$ cat src/rtl/bperm_pkg.sv
package bperm_pkg;

    typedef enum logic [1:0] {
        BP_REV   = 2'b00,
        BP_ORC   = 2'b01,
        BP_SHF   = 2'b10,
        BP_UNSHF = 2'b11
    } bp_op_e;

endpackage

$ cat src/rtl/bperm_ctl.sv
// Applies word mode to the data and derives the per-stage enables.
module bperm_ctl #(
    parameter int W  = 64,
    parameter int LG = $clog2(W)
) (
    input  logic          word_i,
    input  logic [W-1:0]  data_i,
    input  logic [LG-1:0] ctrl_i,
    output logic [W-1:0]  data_o,
    output logic [LG-1:0] rev_en_o,
    output logic [LG-2:0] shf_en_o
);
    localparam int HW = W / 2;

    always_comb begin
        data_o   = data_i;
        rev_en_o = ctrl_i;
        shf_en_o = ctrl_i[LG-2:0];
        if (word_i) begin
            data_o[W-1:HW]     = '0;
            rev_en_o[LG-1]     = 1'b0;
            shf_en_o[LG-2]     = 1'b0;
        end
    end
endmodule

$ cat src/rtl/bperm_swap_stage.sv
// One butterfly stage: swaps (or OR-merges) neighbouring groups of 2**K bits.
module bperm_swap_stage #(
    parameter int W = 64,
    parameter int K = 0
) (
    input  logic [W-1:0] x_i,
    input  logic         en_i,
    input  logic         orc_i,
    output logic [W-1:0] x_o
);
    localparam int N = 1 << K;

    function automatic logic [W-1:0] low_side();
        logic [W-1:0] m;
        for (int i = 0; i < W; i++) begin
            m[i] = ((i >> K) & 1) == 0;
        end
        return m;
    endfunction

    localparam logic [W-1:0] MLO = low_side();
    localparam logic [W-1:0] MHI = ~MLO;

    logic [W-1:0] swapped;

    always_comb begin
        swapped = ((x_i & MLO) << N) | ((x_i & MHI) >> N);
        if (!en_i) begin
            x_o = x_i;
        end else if (orc_i) begin
            x_o = x_i | swapped;
        end else begin
            x_o = swapped;
        end
    end
endmodule

$ cat src/rtl/bperm_shuf_slot.sv
// One slot of the shuffle chain. In forward order the slot runs stage KF,
// in inverse order it runs stage KU. Stage k swaps the inner quarters of
// every group of 2**(k+2) bits.
module bperm_shuf_slot #(
    parameter int W  = 64,
    parameter int KF = 0,
    parameter int KU = 0
) (
    input  logic [W-1:0] x_i,
    input  logic         inv_i,
    input  logic         en_fwd_i,
    input  logic         en_inv_i,
    output logic [W-1:0] x_o
);
    function automatic logic [W-1:0] quarter(input int k, input bit upper);
        logic [W-1:0] m;
        for (int i = 0; i < W; i++) begin
            if (upper) m[i] = (((i >> (k + 1)) & 1) == 1) && (((i >> k) & 1) == 0);
            else       m[i] = (((i >> (k + 1)) & 1) == 0) && (((i >> k) & 1) == 1);
        end
        return m;
    endfunction

    localparam logic [W-1:0] LF = quarter(KF, 1'b1);
    localparam logic [W-1:0] RF = quarter(KF, 1'b0);
    localparam logic [W-1:0] LU = quarter(KU, 1'b1);
    localparam logic [W-1:0] RU = quarter(KU, 1'b0);
    localparam int NF = 1 << KF;
    localparam int NU = 1 << KU;

    logic [W-1:0] fwd_val;
    logic [W-1:0] inv_val;

    always_comb begin
        fwd_val = (x_i & ~(LF | RF)) | ((x_i << NF) & LF) | ((x_i >> NF) & RF);
        inv_val = (x_i & ~(LU | RU)) | ((x_i << NU) & LU) | ((x_i >> NU) & RU);
        if (inv_i) begin
            x_o = en_inv_i ? inv_val : x_i;
        end else begin
            x_o = en_fwd_i ? fwd_val : x_i;
        end
    end
endmodule

$ cat src/rtl/bperm_net.sv
// Butterfly network: a swap chain for reverse / OR-combine and a shuffle
// chain whose slot order flips for unshuffle.
module bperm_net
    import bperm_pkg::*;
#(
    parameter int W  = 64,
    parameter int LG = $clog2(W)
) (
    input  logic [W-1:0]  data_i,
    input  bp_op_e        op_i,
    input  logic [LG-1:0] rev_en_i,
    input  logic [LG-2:0] shf_en_i,
    output logic [W-1:0]  res_o
);
    localparam int NS = LG - 1;

    logic [W-1:0] sw_c [0:LG];
    logic [W-1:0] sh_c [0:NS];
    logic         is_orc;
    logic         is_inv;

    assign is_orc  = (op_i == BP_ORC);
    assign is_inv  = (op_i == BP_UNSHF);
    assign sw_c[0] = data_i;
    assign sh_c[0] = data_i;

    for (genvar k = 0; k < LG; k++) begin : g_swap
        bperm_swap_stage #(.W(W), .K(k)) u_stage (
            .x_i   (sw_c[k]),
            .en_i  (rev_en_i[k]),
            .orc_i (is_orc),
            .x_o   (sw_c[k+1])
        );
    end

    for (genvar j = 0; j < NS; j++) begin : g_shuf
        bperm_shuf_slot #(.W(W), .KF(NS - 1 - j), .KU(j)) u_slot (
            .x_i      (sh_c[j]),
            .inv_i    (is_inv),
            .en_fwd_i (shf_en_i[NS-1-j]),
            .en_inv_i (shf_en_i[j]),
            .x_o      (sh_c[j+1])
        );
    end

    always_comb begin
        unique case (op_i)
            BP_REV, BP_ORC:   res_o = sw_c[LG];
            BP_SHF, BP_UNSHF: res_o = sh_c[NS];
            default:          res_o = sw_c[LG];
        endcase
    end
endmodule

$ cat src/rtl/bperm_unit.sv
// Top: word-mode control, butterfly network, registered result.
module bperm_unit
    import bperm_pkg::*;
#(
    parameter int W  = 64,
    localparam int LG = $clog2(W)
) (
    input  logic          clk,
    input  logic          rst_n,
    input  logic [1:0]    op_i,
    input  logic          word_i,
    input  logic [W-1:0]  data_i,
    input  logic [LG-1:0] ctrl_i,
    output logic [W-1:0]  result_o
);
    logic [W-1:0]  data_eff;
    logic [LG-1:0] rev_en;
    logic [LG-2:0] shf_en;
    logic [W-1:0]  net_res;
    bp_op_e        op_sel;

    assign op_sel = bp_op_e'(op_i);

    bperm_ctl #(.W(W), .LG(LG)) u_ctl (
        .word_i   (word_i),
        .data_i   (data_i),
        .ctrl_i   (ctrl_i),
        .data_o   (data_eff),
        .rev_en_o (rev_en),
        .shf_en_o (shf_en)
    );

    bperm_net #(.W(W), .LG(LG)) u_net (
        .data_i   (data_eff),
        .op_i     (op_sel),
        .rev_en_i (rev_en),
        .shf_en_i (shf_en),
        .res_o    (net_res)
    );

    always_ff @(posedge clk or negedge rst_n) begin
        if (!rst_n) begin
            result_o <= '0;
        end else begin
            result_o <= net_res;
        end
    end
endmodule

$ cat config.mk
export PLATFORM = sky130hd
export DESIGN_NAME = bperm_unit
export DESIGN_NICKNAME = d
export VERILOG_FILES = /design/src/rtl/bperm_pkg.sv /design/src/rtl/bperm_ctl.sv /design/src/rtl/bperm_swap_stage.sv /design/src/rtl/bperm_shuf_slot.sv /design/src/rtl/bperm_net.sv /design/src/rtl/bperm_unit.sv
export SDC_FILE = /design/constraint.sdc
export NUM_CORES = 1
export LEC_CHECK = 0
export ABC_CLOCK_PERIOD_IN_PS = 800
export BUFFER_PORTS_ARGS = -buffer_cell sky130_fd_sc_hd__buf_2
export CAP_MARGIN = 20
export CORE_UTILIZATION = 50
export DETAILED_ROUTE_END_ITERATION = 16
export GPL_TIMING_DRIVEN = 0
export PLACE_DENSITY_LB_ADDON = 0.1
export SYNTH_ARGS = -nofsm -noshare
export SYNTH_HDL_FRONTEND = slang
export SYNTH_HIERARCHICAL = 1
export SYNTH_SLANG_ARGS = --single-unit
export TNS_END_PERCENT = 5
$ cat constraint.sdc
create_clock -name clk -period 0.8 [get_ports clk]
set_input_delay 0.16 -clock clk [delete_from_list [all_inputs] [get_ports clk]]
set_output_delay 0.16 -clock clk [all_outputs]
set_load 0.05 [all_outputs]
==> key figures <==
Outcome
  • Status: complete, but fails checks
  • Violated checks: negative hold slack, negative setup slack

STA
  • Minimum clock period: 2.68 ns
  • Setup TNS: -125.16 ns
  • Worst-margin pin slew: around 0.6 ns
  • Final Hold Slack: -0.163 ns
  • Worst setup margin: -1.88 ns
  • Unrepaired setup endpoints after global routing: yes
  • Slew Limit Fails: 0
  • Peak Freq: 0.374 GHz
  • Worst relative slew slack: between 60% and 70%
  • Hold Violations, Final: 24
  • Setup violators final: 128
  • Final Cycle Share: 334%

Global route
  • Peak-usage layer in the global routing report: met2
  • First-pass GRT wire length: roughly 65 mm
  • Largest net degree at the start of global routing: 41
  • Initial antenna violation count: 1
  • Total track usage: 33.4%
  • Met3 Usage GRT: under 10%
  • M2 GR Usage: between 50% and 60%
  • Met1 GRT Util: 45.7%
  • Gr ovfl total: 0
  • Number of global-route vias before repair: ~10k

Route
  • Residual DRC: 0
  • Post-DR wirelength/cell: 26.7 um
  • DR iter-0 viols: around 870
  • Final WL: 44.4 mm
  • First drt pass iteration count: 5
  • DR vias/cell: 6.36
  • Vias: 10.6k
  • Final ANT Viol Nets: 0

Synth
  • Post-Synth Adder-Cell Area: 0%
  • Mux cell area share after synthesis: 39.7%
  • Synth Area in Compound Gates: approximately 27%
  • Cell variety after synth: 16
  • Simple-gate share of the synthesized area: under 10%
  • Share of the yosys chip area belonging to registers: about an eighth
  • Largest family of logic cells by synthesized area: multiplexers
  • Mapped cell area: 12600 um2
  • Post-Synth XOR/XNOR Area: 0%
  • Post-Syn Nets: 1264
  • Yosys warns: 6
  • #FFs+latches synth: 64
  • Syn_area_per_cell: roughly 11 um2
  • Mapped Cells: around 1.2k

Power
  • Comb power frac: between 60% and 70%
  • Worst vdd ir: 2050 uV
  • Internal power: roughly 14 mW
  • Sequential share of power: 17.4%
  • Psw: 10.2 mW
  • Switching share of total power: 42.5%
  • Power Density: 1600 nW/um2
  • Final total power: 24.0 mW
  • Clk network pwr share: between 10% and 20%
  • Static Leak: 7.51 nW

Die
  • IO Pins: 139
  • Die Span X: around 160 um
  • Core Region: 24500 um2
  • Row count: 57
  • Starting Density: slightly above 50%
  • Die Y: 161 um
  • DIE AREA: roughly 26000 um2

Clock tree
  • Clk slew on worst S/H paths: 0.05 ns
  • Total CTS buffers: 9
  • # clock sinks: 64
  • # H-tree levels: 3
  • CTS tree: built
  • Root Driver: clkbuf_16
  • CTS max path bufs: 2

Final layout
  • Most common cell after layout, fill and taps aside: a22o_1
  • Fillers: 2054
  • Commonest cells after routing, fill and taps aside: a22o_1, buf_4, mux2_4
  • P&R area growth vs syn: 19.3%
  • Nets: ~1.4k
  • Max FFs per register: 64
  • Largest regs: result_o (64)
  • Biggest register: result_o
  • Reg area: roughly 1600 um2
  • Diode count: 0
  • Multi-input logic area: between 9000 and 10000 um2
  • Final Core Density: 61.3%
  • Share of layout cells above drive strength 1: 53.5%

Worst setup path
  • WS Path Type: primary input to flip-flop
  • Data arrival, critical path: 2.94 ns
  • CP Data Required Time: around 1.1 ns
  • Crit path max fanout: 10
  • Setup crit start kind: primary input
  • Endpoint class of the critical path: flip-flop

Placed design
  • IO buf count: ~100
  • Detail Placement HPWL: around 37 mm
  • GP Congestion: roughly 1

Job
  • Max-cap violations: 0

Worst hold path
  • Worst hold path type: primary input to asynchronous set/reset pin
-- worst max-delay path: stages --
cell and delay (ns):
buf_12 0.10, buf_12 0.10, and2_4 0.20, buf_12 0.14
buf_4 0.24, mux2i_4 0.33, buf_4 0.16, mux2i_1 0.06
mux2i_1 0.21, buf_4 0.18, mux2i_1 0.08, mux2i_2 0.27
mux2i_1 0.14, mux2i_2 0.31, mux2_4 0.22
-- what timing repair did --
item | in CTS | in global routing
pin swaps | 22 | 79
endpoints found under the setup margin | 128 | 128
buffers inserted | 22 | 10
endpoints found under the hold margin | 24 | 24
cloned | 1 | 0
gates resized for setup | 65 | 230
-- per-stage QoR --
step           instance area (um2)  hold slack, ns  instances  setup WS (ns)
2_1_floorplan                12600          -0.136       1189          -1.96
3_3_place_gp                 13500           0.476       1614          -2.67
3_5_place_dp                 13500           0.184       1615          -2.76
4_1_cts                      14300          -0.157       1653          -1.86
5_1_grt                      15000          -0.136       1663          -1.95
6_report                     15000          -0.163       1663          -1.88
-- final timing paths --
check | from | slack [ns] | endpoint
max in group asynchronous | rst_n | 0.36 | result_o[18]$_DFF_PN0_
min in group clk | op_i[1] | 0.13 | result_o[63]$_DFF_PN0_
worst min-delay path | rst_n | -0.16 | result_o[30]$_DFF_PN0_
worst max-delay path | op_i[1] | -1.88 | result_o[29]$_DFF_PN0_
-- final cells by class --
class / instances / area share [%]
multi-input cells: 855 / 61.4
plain buffers: 269 / 14.9
flip-flops and latches: 64 / 10.7
repair buffers: 135 / 8.37
well taps: 324 / 2.70
clock buffers: 10 / 1.53
clock inverters: 6 / 0.401
-- cell families (layout without fill, tap and decap cells) --
group           count (synthesis)  after routing
compound gates                384            384
flops                          64             64
simple gates                   54             54
mux                           417            417
buf+inv                       270            420
-- cell usage after synthesis, drive strengths merged --
| master | number | area, um2 |
|---|---|---|
| a22o | 384 | 3360 |
| buf | 270 | 2180 |
| mux2 | 224 | 3050 |
| mux2i | 193 | 1940 |
| dfrtp | 64 | 1600 |
| nor2b | 35 | 249 |
| nand2b | 10 | 92.6 |
| and2b | 4 | 35.0 |
| nand2 | 4 | 45.0 |
| and2 | 1 | 6.26 |
-- power groups by stage --
stage          clock, mW  combinational, mW  sequential, mW
2_1_floorplan          0               8.54            6.33
3_3_place_gp           0               14.2            4.07
3_5_place_dp           0               14.3            4.07
4_1_cts             3.72               14.8            4.02
5_1_grt             3.91               16.6            4.23
6_report            3.69               16.1            4.18
-- routing by layer --
layer,share of wire (%),vias up,wire [um]
met5,0.029,-,13
met4,5.0,2,2240
met3,5.5,89,2430
met2,45,479,20000
met1,44,5208,19800
li1,-,4800,-
No activity file was read; power rests on OpenSTA's default activity.
